## src/rtl/offload_pkg.sv

```systemverilog
package offload_pkg;

  typedef enum logic [1:0] {
    MODE_PRESET   = 2'd0,
    MODE_SERIAL   = 2'd1,
    MODE_PARALLEL = 2'd2
  } loadMode_e;

  typedef struct packed {
    logic clearAll;
    logic loadPreset;
    logic shiftIn;
    logic loadY;
    logic loadX;
  } ofsStrobe_t;

  localparam logic [2:0] CODE_SERIAL   = 3'b101;
  localparam logic [2:0] CODE_PARALLEL = 3'b110;

  function automatic loadMode_e decodeMode(input logic [2:0] code);
    if (code == CODE_SERIAL) return MODE_SERIAL;
    if (code == CODE_PARALLEL) return MODE_PARALLEL;
    return MODE_PRESET;
  endfunction

  function automatic int unsigned presetValue(input logic [2:0] code);
    case (code)
      3'b001:  return 16;
      3'b010:  return 64;
      3'b011:  return 256;
      3'b100:  return 1024;
      default: return 8;
    endcase
  endfunction

endpackage

```

## src/rtl/ofl_ctrl.sv

```systemverilog
module ofl_ctrl
  import offload_pkg::*;
#(
  parameter int CHAIN_LEN = 22
) (
  input  logic       clk,
  input  logic       rstN,
  input  logic [2:0] selCode,
  input  logic       serEnN,
  input  logic       wrEn,
  output ofsStrobe_t strb,
  output logic       progDone
);
  localparam int CNT_W = $clog2(CHAIN_LEN + 1);

  loadMode_e        modeQ;
  logic [CNT_W-1:0] cntQ;
  logic             doneQ;
  logic             selIsPreset;
  logic             serStep;
  logic             parStep;

  assign selIsPreset = (decodeMode(selCode) == MODE_PRESET);
  assign serStep = rstN && !doneQ && (modeQ == MODE_SERIAL) && !serEnN;
  assign parStep = rstN && !doneQ && (modeQ == MODE_PARALLEL) && wrEn;

  always_ff @(posedge clk) begin
    if (!rstN) begin
      modeQ <= decodeMode(selCode);
      cntQ  <= '0;
      doneQ <= selIsPreset;
    end else if (serStep) begin
      cntQ <= cntQ + 1'b1;
      if (cntQ == CNT_W'(CHAIN_LEN - 1)) doneQ <= 1'b1;
    end else if (parStep) begin
      cntQ <= cntQ + 1'b1;
      if (cntQ == CNT_W'(1)) doneQ <= 1'b1;
    end
  end

  always_comb begin
    strb.clearAll   = !rstN && !selIsPreset;
    strb.loadPreset = !rstN && selIsPreset;
    strb.shiftIn    = serStep;
    strb.loadY      = parStep && (cntQ == CNT_W'(0));
    strb.loadX      = parStep && (cntQ == CNT_W'(1));
  end

  assign progDone = doneQ;

  // the method cannot change outside reset
  a_r1_mode_held: assert property (@(posedge clk) disable iff (!rstN)
    1'b1 |=> $stable(modeQ));

  // done is sticky until reset
  a_r7_done_sticky: assert property (@(posedge clk) disable iff (!rstN)
    doneQ |=> doneQ);

  // serial completion coincides with the full bit count
  a_r5_done_at_count: assert property (@(posedge clk) disable iff (!rstN)
    (modeQ == MODE_SERIAL) |-> (doneQ == (cntQ == CNT_W'(CHAIN_LEN))));

  // parallel done only after two writes
  a_r6_par_count: assert property (@(posedge clk) disable iff (!rstN)
    (modeQ == MODE_PARALLEL) |-> (doneQ == (cntQ == CNT_W'(2))));

  // at most one datapath action per edge
  a_r8_one_action: assert property (@(posedge clk)
    $onehot0({strb.clearAll, strb.loadPreset, strb.shiftIn, strb.loadY, strb.loadX}));

endmodule

```

## src/rtl/ofl_data.sv

```systemverilog
module ofl_data
  import offload_pkg::*;
#(
  parameter int OFS_W = 11,
  parameter int BUS_W = 36
) (
  input  logic             clk,
  input  ofsStrobe_t       strb,
  input  logic [2:0]       presetCode,
  input  logic             serBit,
  input  logic [BUS_W-1:0] busA,
  output logic [OFS_W-1:0] offX,
  output logic [OFS_W-1:0] offY
);
  localparam int CHAIN_W = 2 * OFS_W;

  logic [CHAIN_W-1:0] chainQ;
  logic [OFS_W-1:0]   presetVal;

  assign presetVal = OFS_W'(presetValue(presetCode));

  always_ff @(posedge clk) begin
    if (strb.clearAll)        chainQ <= '0;
    else if (strb.loadPreset) chainQ <= {presetVal, presetVal};
    else if (strb.shiftIn)    chainQ <= {chainQ[CHAIN_W-2:0], serBit};
    else if (strb.loadY)      chainQ[CHAIN_W-1:OFS_W] <= busA[OFS_W-1:0];
    else if (strb.loadX)      chainQ[OFS_W-1:0] <= busA[OFS_W-1:0];
  end

  assign offY = chainQ[CHAIN_W-1:OFS_W];
  assign offX = chainQ[OFS_W-1:0];

  // with no strobe the chain holds its value
  a_r4_hold: assert property (@(posedge clk)
    !(|strb) |=> $stable(chainQ));

endmodule

```

## src/rtl/offset_loader.sv

```systemverilog
module offset_loader
  import offload_pkg::*;
#(
  parameter int OFS_W = 11,
  parameter int BUS_W = 36
) (
  input  logic             clk,
  input  logic             rstN,
  input  logic             selHi,
  input  logic             serEnN,
  input  logic             serData,
  input  logic             wrEn,
  input  logic [BUS_W-1:0] busA,
  output logic [OFS_W-1:0] offX,
  output logic [OFS_W-1:0] offY,
  output logic             progDone
);
  localparam int CHAIN_LEN = 2 * OFS_W;

  ofsStrobe_t strb;
  logic [2:0] selCode;

  assign selCode = {selHi, serEnN, serData};

  ofl_ctrl #(.CHAIN_LEN(CHAIN_LEN)) uCtrl (
    .clk      (clk),
    .rstN     (rstN),
    .selCode  (selCode),
    .serEnN   (serEnN),
    .wrEn     (wrEn),
    .strb     (strb),
    .progDone (progDone)
  );

  ofl_data #(.OFS_W(OFS_W), .BUS_W(BUS_W)) uData (
    .clk        (clk),
    .strb       (strb),
    .presetCode (selCode),
    .serBit     (serData),
    .busA       (busA),
    .offX       (offX),
    .offY       (offY)
  );

  // offsets frozen once programming is complete
  a_r7_offsets_frozen: assert property (@(posedge clk) disable iff (!rstN)
    progDone |=> ($stable(offX) && $stable(offY)));

endmodule

```

## config.mk

```make
export PLATFORM = sky130hd
export DESIGN_NAME = offset_loader
export DESIGN_NICKNAME = d
export VERILOG_FILES = /design/src/rtl/offload_pkg.sv /design/src/rtl/ofl_ctrl.sv /design/src/rtl/ofl_data.sv /design/src/rtl/offset_loader.sv
export SDC_FILE = /design/constraint.sdc
export NUM_CORES = 1
export LEC_CHECK = 0
export BUFFER_PORTS_ARGS = -buffer_cell sky130_fd_sc_hd__buf_2
export CAP_MARGIN = 10
export CORE_AREA = 2 2 73 75
export DETAILED_ROUTE_END_ITERATION = 6
export DIE_AREA = 0 0 75 77
export HOLD_SLACK_MARGIN = 0.12
export PLACE_DENSITY_LB_ADDON = 0.3
export SETUP_SLACK_MARGIN = 0.3
export SYNTH_ARGS = -nofsm -noshare
export SYNTH_HDL_FRONTEND = slang
export SYNTH_SLANG_ARGS = --single-unit
```

## constraint.sdc

```tcl
create_clock -name clk -period 5.3 [get_ports clk]
set_clock_uncertainty 0.05 [all_clocks]
set_input_delay 1.06 -clock clk [delete_from_list [all_inputs] [get_ports clk]]
set_output_delay 1.06 -clock clk [all_outputs]
set_load 0.02 [all_outputs]
```

After elaboration in Yosys (flattened, before gate mapping) --
Index checks and enable logic that the tools add are counted.
Storage, ports and cells: register bits 30
Cells by class: reduce and logical (&&, ||, !) cells 20, equality and inequality tests 14, multiplexer cells 25, add/sub/neg operators 1
Operator list (count):
- 22-bit 2-to-1 mux | 2
- 11-bit case mux with 4 select lines | 1
- 11-bit 2-to-1 mux | 3
- 2-bit 2-to-1 mux | 6
- 1-bit 2-to-1 mux | 11
- 5-bit 2-to-1 mux | 2
- 3-bit equality test (second input constant) | 3
- 1-bit logical AND | 9
- 3-bit by 1-bit != test with 1-bit output (second input constant) | 3
- 3-bit by 2-bit equality test with 1-bit output (second input constant) | 2
- 3-bit nonzero test | 2
- 5-bit by 1-bit adder with 5-bit output (second input constant) | 1
- 5-bit by 1-bit equality test with 1-bit output (second input constant) | 1
- 5-bit equality test (second input constant) | 1
- 5-bit zero test | 1
- 1-bit zero test | 4
- 3-bit by 1-bit equality test with 1-bit output (second input constant) | 1
- 3-bit != test (second input constant) | 1
- 3-bit AND reduction | 1
- 2-bit by 1-bit equality test with 1-bit output (second input constant) | 1
- 2-bit equality test (second input constant) | 1
- 2-bit zero test | 1
- 2-bit AND reduction | 1
- 2-bit nonzero test | 1

Depth between registers and ports, before layout --
Gate-level depths: netlist of run 1.
depth in word-level cells 9, gate-level depth with buffers 7

Hierarchy --
From an unflattened synthesis of run 1, not the netlist that was laid out.
Second synthesis, totals: cell total of the unflattened synthesis 193, area, all modules 1731.7 um^2
Modules (own cells, without submodules):
- ofl_data | times used 1, cells an instance 145, area each 1270.0 um^2, seq. area each 440.4 um^2
- ofl_ctrl | times used 1, cells an instance 48, area each 461.7 um^2, seq. area each 190.2 um^2

Worst setup path before layout of run 1 --
Ideal clock, no wire load.
path type input to register, from input port serEnN, to register uCtrl.doneQ, in the netlist uCtrl.progDone (enable), buffers on the path 2, arrival 2.104 ns, required time 4.940 ns, setup slack 2.837 ns, cell stages on the path 6, setup time 0.310 ns, path through buf_6 -> or3b_1 -> buf_6 -> nor2_2 -> a31oi_1 -> o21ai_0
Between the ends: word-level cells in the longest chain between the ends 4, elaborated cells on any way between the ends 6, those cells by class 3 x eq/ne; 3 x reduce/logical
Ends and longest elaborated chain:
- start, declared | RTL line offset_loader.sv:10 | input logic serEnN,
- 1-bit zero test * | RTL line ofl_ctrl.sv:24 | assign serStep = rstN && !doneQ && (modeQ == MODE_SERIAL) && !serEnN;
- 1-bit logical AND * | RTL line ofl_ctrl.sv:24
- 3-bit by 1-bit != test with 1-bit output (no line) / 3-bit != test (equally long branches)
- 3-bit AND reduction (no line) *
- end signal, assigned | RTL line ofl_ctrl.sv:31 | doneQ <= selIsPreset;
- end, declared | RTL line ofl_ctrl.sv:18 | logic doneQ;
Every way passes the cells marked *; elsewhere a longest branch is shown, timed or not. A chain may end at the register's enable or synchronous reset.

Worst setup path in the final report of run 1 --
from input port rstN, to register uData.chainQ[5]
Between the ends: word-level cells in the longest chain between the ends 6, elaborated cells on any way between the ends 15, those cells by class 1 x eq/ne; 2 x mux; 12 x reduce/logical
Ends and longest elaborated chain:
- start, declared | RTL line offset_loader.sv:8 | input logic rstN,
- 1-bit logical AND | RTL line ofl_ctrl.sv:24, ofl_ctrl.sv:25
- 1-bit logical AND (2 in a row) | RTL line ofl_ctrl.sv:25 | assign parStep = rstN && !doneQ && (modeQ == MODE_PARALLEL) && wrEn;
- 1-bit logical AND, on equally long branches | RTL line ofl_ctrl.sv:45, ofl_ctrl.sv:46
- 3-bit by 1-bit != test with 1-bit output (no line) / 3-bit nonzero test (equally long branches)
- 2-bit AND reduction (no line)
- end signal, assigned | RTL line ofl_data.sv:24 | else if (strb.loadPreset) chainQ <= {presetVal, presetVal};
- end signal, assigned | RTL line ofl_data.sv:25 | else if (strb.shiftIn) chainQ <= {chainQ[CHAIN_W-2:0], serBit};
- end signal, assigned by index | RTL line ofl_data.sv:26 | else if (strb.loadY) chainQ[CHAIN_W-1:OFS_W] <= busA[OFS_W-1:0];
- end, declared | RTL line ofl_data.sv:17 | logic [CHAIN_W-1:0] chainQ;
Several ways; a longest one is shown, not always the timed one.

==> results.py, run 1 <==
metrics = {
    "pwr": {
        "p_leak_uw": 0.000820,
        "internal_power_uw": 374,
        "switchingPower_uw": 167,
        "finalPower_uw": 541,
        "clockPowerShare_pct": 32.6,
        "ir_drop_v": 0.000102,
        "p_sw_share_pct": 30.9,
        "seqPwrFrac_pct": 47.4,
        "comb_power_share_pct": 20.1,
        "power_density_mw_per_mm2": 258,
    },
    "setup_path": {
        "cp.required_ps": 5460,
        "critPathKind": "input port to flop",
        "start_kind": "input port",
        "cp.arrival_ps": 3280,
        "crit_path_max_fanout": 19,
        "endpoint_kind": "flop",
    },
    "placement": {
        "dp.cells": 307,
        "pre_cts_slack_ps": 1940,
        "place.gp.congestion": 0.765,
        "port_buffers": 39,
        "hpwlAfterDp_um": 3620,
    },
    "yosys": {
        "synth-edff-count": 3,
        "postSynthAreaPerCell_um2": 8.55,
        "synth_flop_cell": "dfxtp_1",
        "syn_area_mm2": 0.00184,
        "synth_warnings": 0,
        "synth_cell_type_count": 45,
        "synth-seq-area-share_pct": 34.3,
        "synth_fp_nets": 260,
        "synth-seq-cells": 30,
        "synthCells": 215,
        "synthArstFlopShare_pct": 0,
    },
    "worst_hold_path": {
        "hp-class": "flop to flop",
    },
    "global_routing": {
        "grt_max_degree": 32,
        "grt_pass1_wl_um": 8550,
        "grt_antenna_before_repair": 0,
        "grt_usage_pct": 19.1,
        "overflow": 0,
        "grt_pass1_vias": 1704,
    },
    "final_layout": {
        "postLayoutCoreUtil_pct": 42.2,
        "area_growth_pct": 14.3,
        "fin_cells": 314,
        "nets": 289,
        "diodes": 0,
        "drive_gt1_share_pct": 23.0,
        "final_cell_mix": "buf_2, dfxtp_1, nand3_1, a21oi_1, and3_1",
        "layout_commonest_cell": "buf_2",
    },
    "die": {
        "std_cell_rows": 26,
        "coreArea_mm2": 0.00498,
        "die-area_mm2": 0.00578,
        "boundaryPins": 65,
        "start_util_pct": 37.0,
        "die_width_um": 75,
        "die_y_um": 77,
    },
    "status": {
        "status": "complete, no violations",
    },
    "sta": {
        "maxSlewHeadroom_pct": 21.6,
        "final-max-slew-violation-count": 0,
        "min_period_over_period_pct": 58.9,
        "rsz0062_at_grt": "false",
        "hold_viol_final": 0,
        "fin_setup_tns_ps": 0,
        "fmax_ghz": 0.321,
        "setup_viol": 0,
        "worst_pin_slew_ps": 1170,
        "final.setup.worst_slack_ps": 2180,
        "period_needed_ps": 3120,
    },
    "cts": {
        "cts_tree": "yes",
        "cts.sinks": 30,
        "clk_latency_ps": 280,
        "cts_resized": 0,
        "post-cts-setup-buffer-count": 0,
        "cts.path.max_buffers": 2,
        "cts_made_buffers": 5,
        "htree_levels": 2,
        "cts_root_buf": "clkbuf_8",
        "holdBufCountCts": 0,
        "clk_pin_slew_ps": 70,
    },
    "route": {
        "wl_met2_um": 2420,
        "dr_wl_met3_um": 264,
        "ant_nets": 0,
        "first_pass_iters": 4,
        "met1_length_um": 2410,
        "viasPerCell": 5.78,
        "drtIter0Drc": 174,
        "post_drt_wl_per_cell_um": 16.5,
        "routed_wirelength_um": 5190,
        "remaining_drc_errors": 0,
        "top_layer_used": "met4",
        "vias": 1814,
    },
    "job": {
        "max-cap-violations": 0,
    },
}
==> synth_stat cells, types with 2 or more instances <==
library cell / instances / area, µm²
o211ai_1: 10 / 75.1
clkbuf_1: 4 / 15.0
a21boi_0: 7 / 52.6
buf_2: 10 / 50.1
a221o_1: 4 / 40.0
o21ai_0: 9 / 45.0
nand3b_1: 5 / 37.5
dfxtp_1: 27 / 541
nor3_1: 5 / 25.0
o31ai_1: 2 / 15.0
nand4_1: 2 / 12.5
a211oi_1: 11 / 82.6
o41ai_1: 4 / 35.0
inv_1: 10 / 37.5
nand3_1: 18 / 90.1
and3_1: 13 / 81.3
buf_6: 3 / 33.8
xor2_1: 2 / 17.5
a31oi_1: 5 / 31.3
ha_1: 3 / 37.5
a21oi_1: 15 / 75.1
nor2_1: 7 / 26.3
a211o_1: 4 / 35.0
buf_4: 3 / 22.5
xnor2_1: 2 / 17.5
a31o_2: 4 / 35.0
edfxtp_1: 3 / 90.1
nand2_1: 5 / 18.8
o221ai_1: 2 / 17.5
==> kinds of logic (layout without fill, tap and decap cells) <==
logic type               count (synthesis)  count (layout)  share of synthesized area [%]
flip-flops                              30              30                           34.3
buffers and inverters                   31              60                           8.84
AND/OR/NAND/NOR                         64              64                           20.1
XOR/XNOR                                 4               4                           1.91
adder cells (fa/ha/maj)                  3               3                           2.04
AO/OA/AOI/OAI                           83              83                           32.9
==> power groups by stage <==
stage                     Combinational, µW  Clock, µW  Sequential, µW
final                                   109        176             256
after global routing                    118        190             259
after CTS                               108        181             256
after detailed placement                108          0             261
after global placement                  107          0             261
after floorplan                        58.9          0             277
==> state kept, by name (all words and copies together) (netlist names) <==
signal / flops
uData.chainQ: 22
uCtrl.cntQ: 5
uCtrl.modeQ: 2
uCtrl.progDone: 1
==> metal layers <==
metal,vias up,global-route usage (%)
met1,870,28.0
met2,55,27.5
met5,-,0
met3,8,2.89
li1,881,-
met4,0,7.32
==> per-stage QoR <==
stage                     area (µm²)  hold WS, ps
after floorplan                 1840          416
after global placement          2030          423
after detailed placement        2030          429
after CTS                       2100          437
after global routing            2100          464
final                           2100          432
==> cell type report <==
cell class,count,area (µm²)
inverter,11,41.3
fill,532,2880
clock buffer,7,76.3
tap,70,87.6
multi-input combinational,154,1050
sequential,30,631
timing repair buffer,42,218
==> critical path, stage by stage <==
cell and delay (ps):
buf_2 200, nor2b_2 590, nand4_1 720, a221o_1 560
a21oi_1 140
==> final timing paths <==
kind                         from         endpoint  slack, ps  cells past startpoint
setup reg to reg   uCtrl.progDone  uData.chainQ[5]       2790                      4
hold reg to reg   uData.chainQ[1]  uData.chainQ[1]        430                      2
hold / removal    uData.chainQ[1]  uData.chainQ[1]        430                      2
setup / recovery             rstN  uData.chainQ[5]       2180                      5
(Power assumes the default switching activity.)
==> run 2, diff against run 1 <==
- clock period: 5.3 -> 2.9 ns (I/O delays scaled with it)
==> results.py, run 2 (same netlist as run 1, synthesis figures left out) <==
metrics = {
    "setup_path": {
        "start_kind": "input port",
        "crit_path_max_fanout": 34,
        "r2r_slack_ps": 840,
        "crit_chain": "buf_2, nor2b_2, buf_4, a32oi_2, o41ai_1, a211oi_1",
        "max_stage_delay_ps": 640,
        "critPathKind": "input port to flop",
        "critPathTopFamily": "compound AO/OA/AOI/OAI gates",
        "critPathSlowestCell": "a32oi_2",
        "cp.arrival_ps": 2270,
        "reg2reg_from": "uCtrl.modeQ[0]",
        "endpoint": "uData.chainQ[21]",
        "cp.required_ps": 3050,
        "reg2regPathDepth": 6,
        "endpoint_kind": "flop",
        "path_depth": 6,
        "r2r-end": "uData.chainQ[12]",
        "critPathLaunch": "rstN",
        "path_buf_inv": 2,
    },
    "cts": {
        "post-cts-setup-buffer-count": 0,
        "holdBufCountCts": 0,
        "cts_root_buf": "clkbuf_8",
        "cts.sinks": 30,
        "clk_pin_slew_ps": 70,
        "clk_latency_ps": 290,
        "cts_resized": 0,
        "htree_levels": 2,
        "cts_made_buffers": 5,
        "cts.path.max_buffers": 2,
        "cts_tree": "yes",
    },
    "sta": {
        "final-max-slew-violation-count": 0,
        "worst_pin_slew_ps": 782,
        "fmax_ghz": 0.472,
        "maxSlewHeadroom_pct": 47.5,
        "fin_setup_tns_ps": 0,
        "min_period_over_period_pct": 73.1,
        "hold_viol_final": 0,
        "setup_viol": 0,
        "period_needed_ps": 2120,
        "rsz0062_at_grt": "false",
    },
    "die": {
        "die-area_mm2": 0.00578,
        "start_util_pct": 37.0,
        "die_y_um": 77,
        "std_cell_rows": 26,
        "boundaryPins": 65,
        "coreArea_mm2": 0.00498,
        "die_width_um": 75,
    },
    "route": {
        "remaining_drc_errors": 0,
        "viasPerCell": 5.68,
        "drtIter0Drc": 179,
        "vias": 1819,
        "ant_nets": 0,
        "post_drt_wl_per_cell_um": 16.1,
        "routed_wirelength_um": 5160,
        "first_pass_iters": 4,
    },
    "worst_hold_path": {
        "min_path_cells": 2,
        "hp-class": "flop to flop",
    },
    "final_layout": {
        "reg_top3": "uData.chainQ (22), uCtrl.cntQ (5), uCtrl.modeQ (2)",
        "area_growth_pct": 17.1,
        "final_cell_mix": "buf_2, dfxtp_1, nand3_1, a21oi_1, and3_1",
        "layout_commonest_cell": "buf_2",
        "nets": 294,
        "top_register": "uData.chainQ",
        "multi_input_area_mm2": 0.00105,
        "diodes": 0,
        "regArea_um2": 631,
        "largest_register_ffs": 22,
        "drive_gt1_share_pct": 25.2,
        "fill_cells": 529,
    },
    "pwr": {
        "ir_drop_v": 0.000295,
        "power_density_mw_per_mm2": 477,
        "finalPower_uw": 1030,
        "p_leak_uw": 0.000853,
    },
    "global_routing": {
        "grt_antenna_before_repair": 0,
        "overflow": 0,
        "grt_usage_pct": 19.0,
        "grt_pass1_vias": 1676,
        "grt_pass1_wl_um": 8520,
        "grt_max_degree": 35,
    },
    "status": {
        "status": "complete, no violations",
    },
    "placement": {
        "port_buffers": 39,
        "hpwlAfterDp_um": 3690,
        "place.gp.congestion": 0.794,
    },
    "job": {
        "max-cap-violations": 0,
    },
}
-- run 2: changes by cell type in the layout (fill, tap and decap cells not counted), sizes merged --
cell	previous run	this run
clkinv	1	2
buf	42	47
-- run 2: area by class of cell --
class                   instances  share of cell area, %
multi-input cells             154                   48.7
flip-flops and latches         30                   29.3
repair buffers                 47                   11.8
well taps                      70                   4.07
clock buffers                   7                   4.01
inverters                      11                   1.92
clock inverters                 1                  0.232
-- run 2: worst min-delay path by stage --
| stage | slack [ps] | from | endpoint |
|---|---|---|---|
| floorplan | 420 | uCtrl.cntQ[1] | uCtrl.cntQ[1] |
| global placement | 420 | uData.chainQ[1] | uData.chainQ[1] |
| detailed placement | 420 | uData.chainQ[5] | uData.chainQ[5] |
| CTS | 430 | uData.chainQ[5] | uData.chainQ[5] |
| global route | 460 | uData.chainQ[1] | uData.chainQ[1] |
| finish | 430 | uData.chainQ[5] | uData.chainQ[5] |
-- run 2: through the flow --
step / util [%] / std cells / worst slack (ps) / instance area [µm²] / hold WS, ps
after detailed placement: 41.5 / 312 / 542 / 2060 / 420
after global routing: 43.3 / 320 / 691 / 2150 / 457
after CTS: 43.3 / 320 / 820 / 2150 / 431
final: 43.3 / 320 / 780 / 2150 / 426
after floorplan: - / 215 / 917 / 1840 / 416
after global placement: 41.5 / 312 / 525 / 2060 / 423
-- run 2: power by group --
group | switching, µW | internal [µW]
clock network | 167 | 191
registers | 21.2 | 448
logic | 127 | 73.3
-- run 2: tightest hold or removal path: stages, from the launching register on --
cell and delay, ps:
dfxtp_1 320, nand3_1 60, a21oi_1 50
-- run 2: routing by layer --
metal  routed length (µm)  up-vias  global-route usage, %
li1                     -      891                      -
met5                    0        -                      0
met2                 2360       54                   27.7
met1                 2420      864                   27.4
met3                  256       10                   3.29
met4                  116        0                   7.50
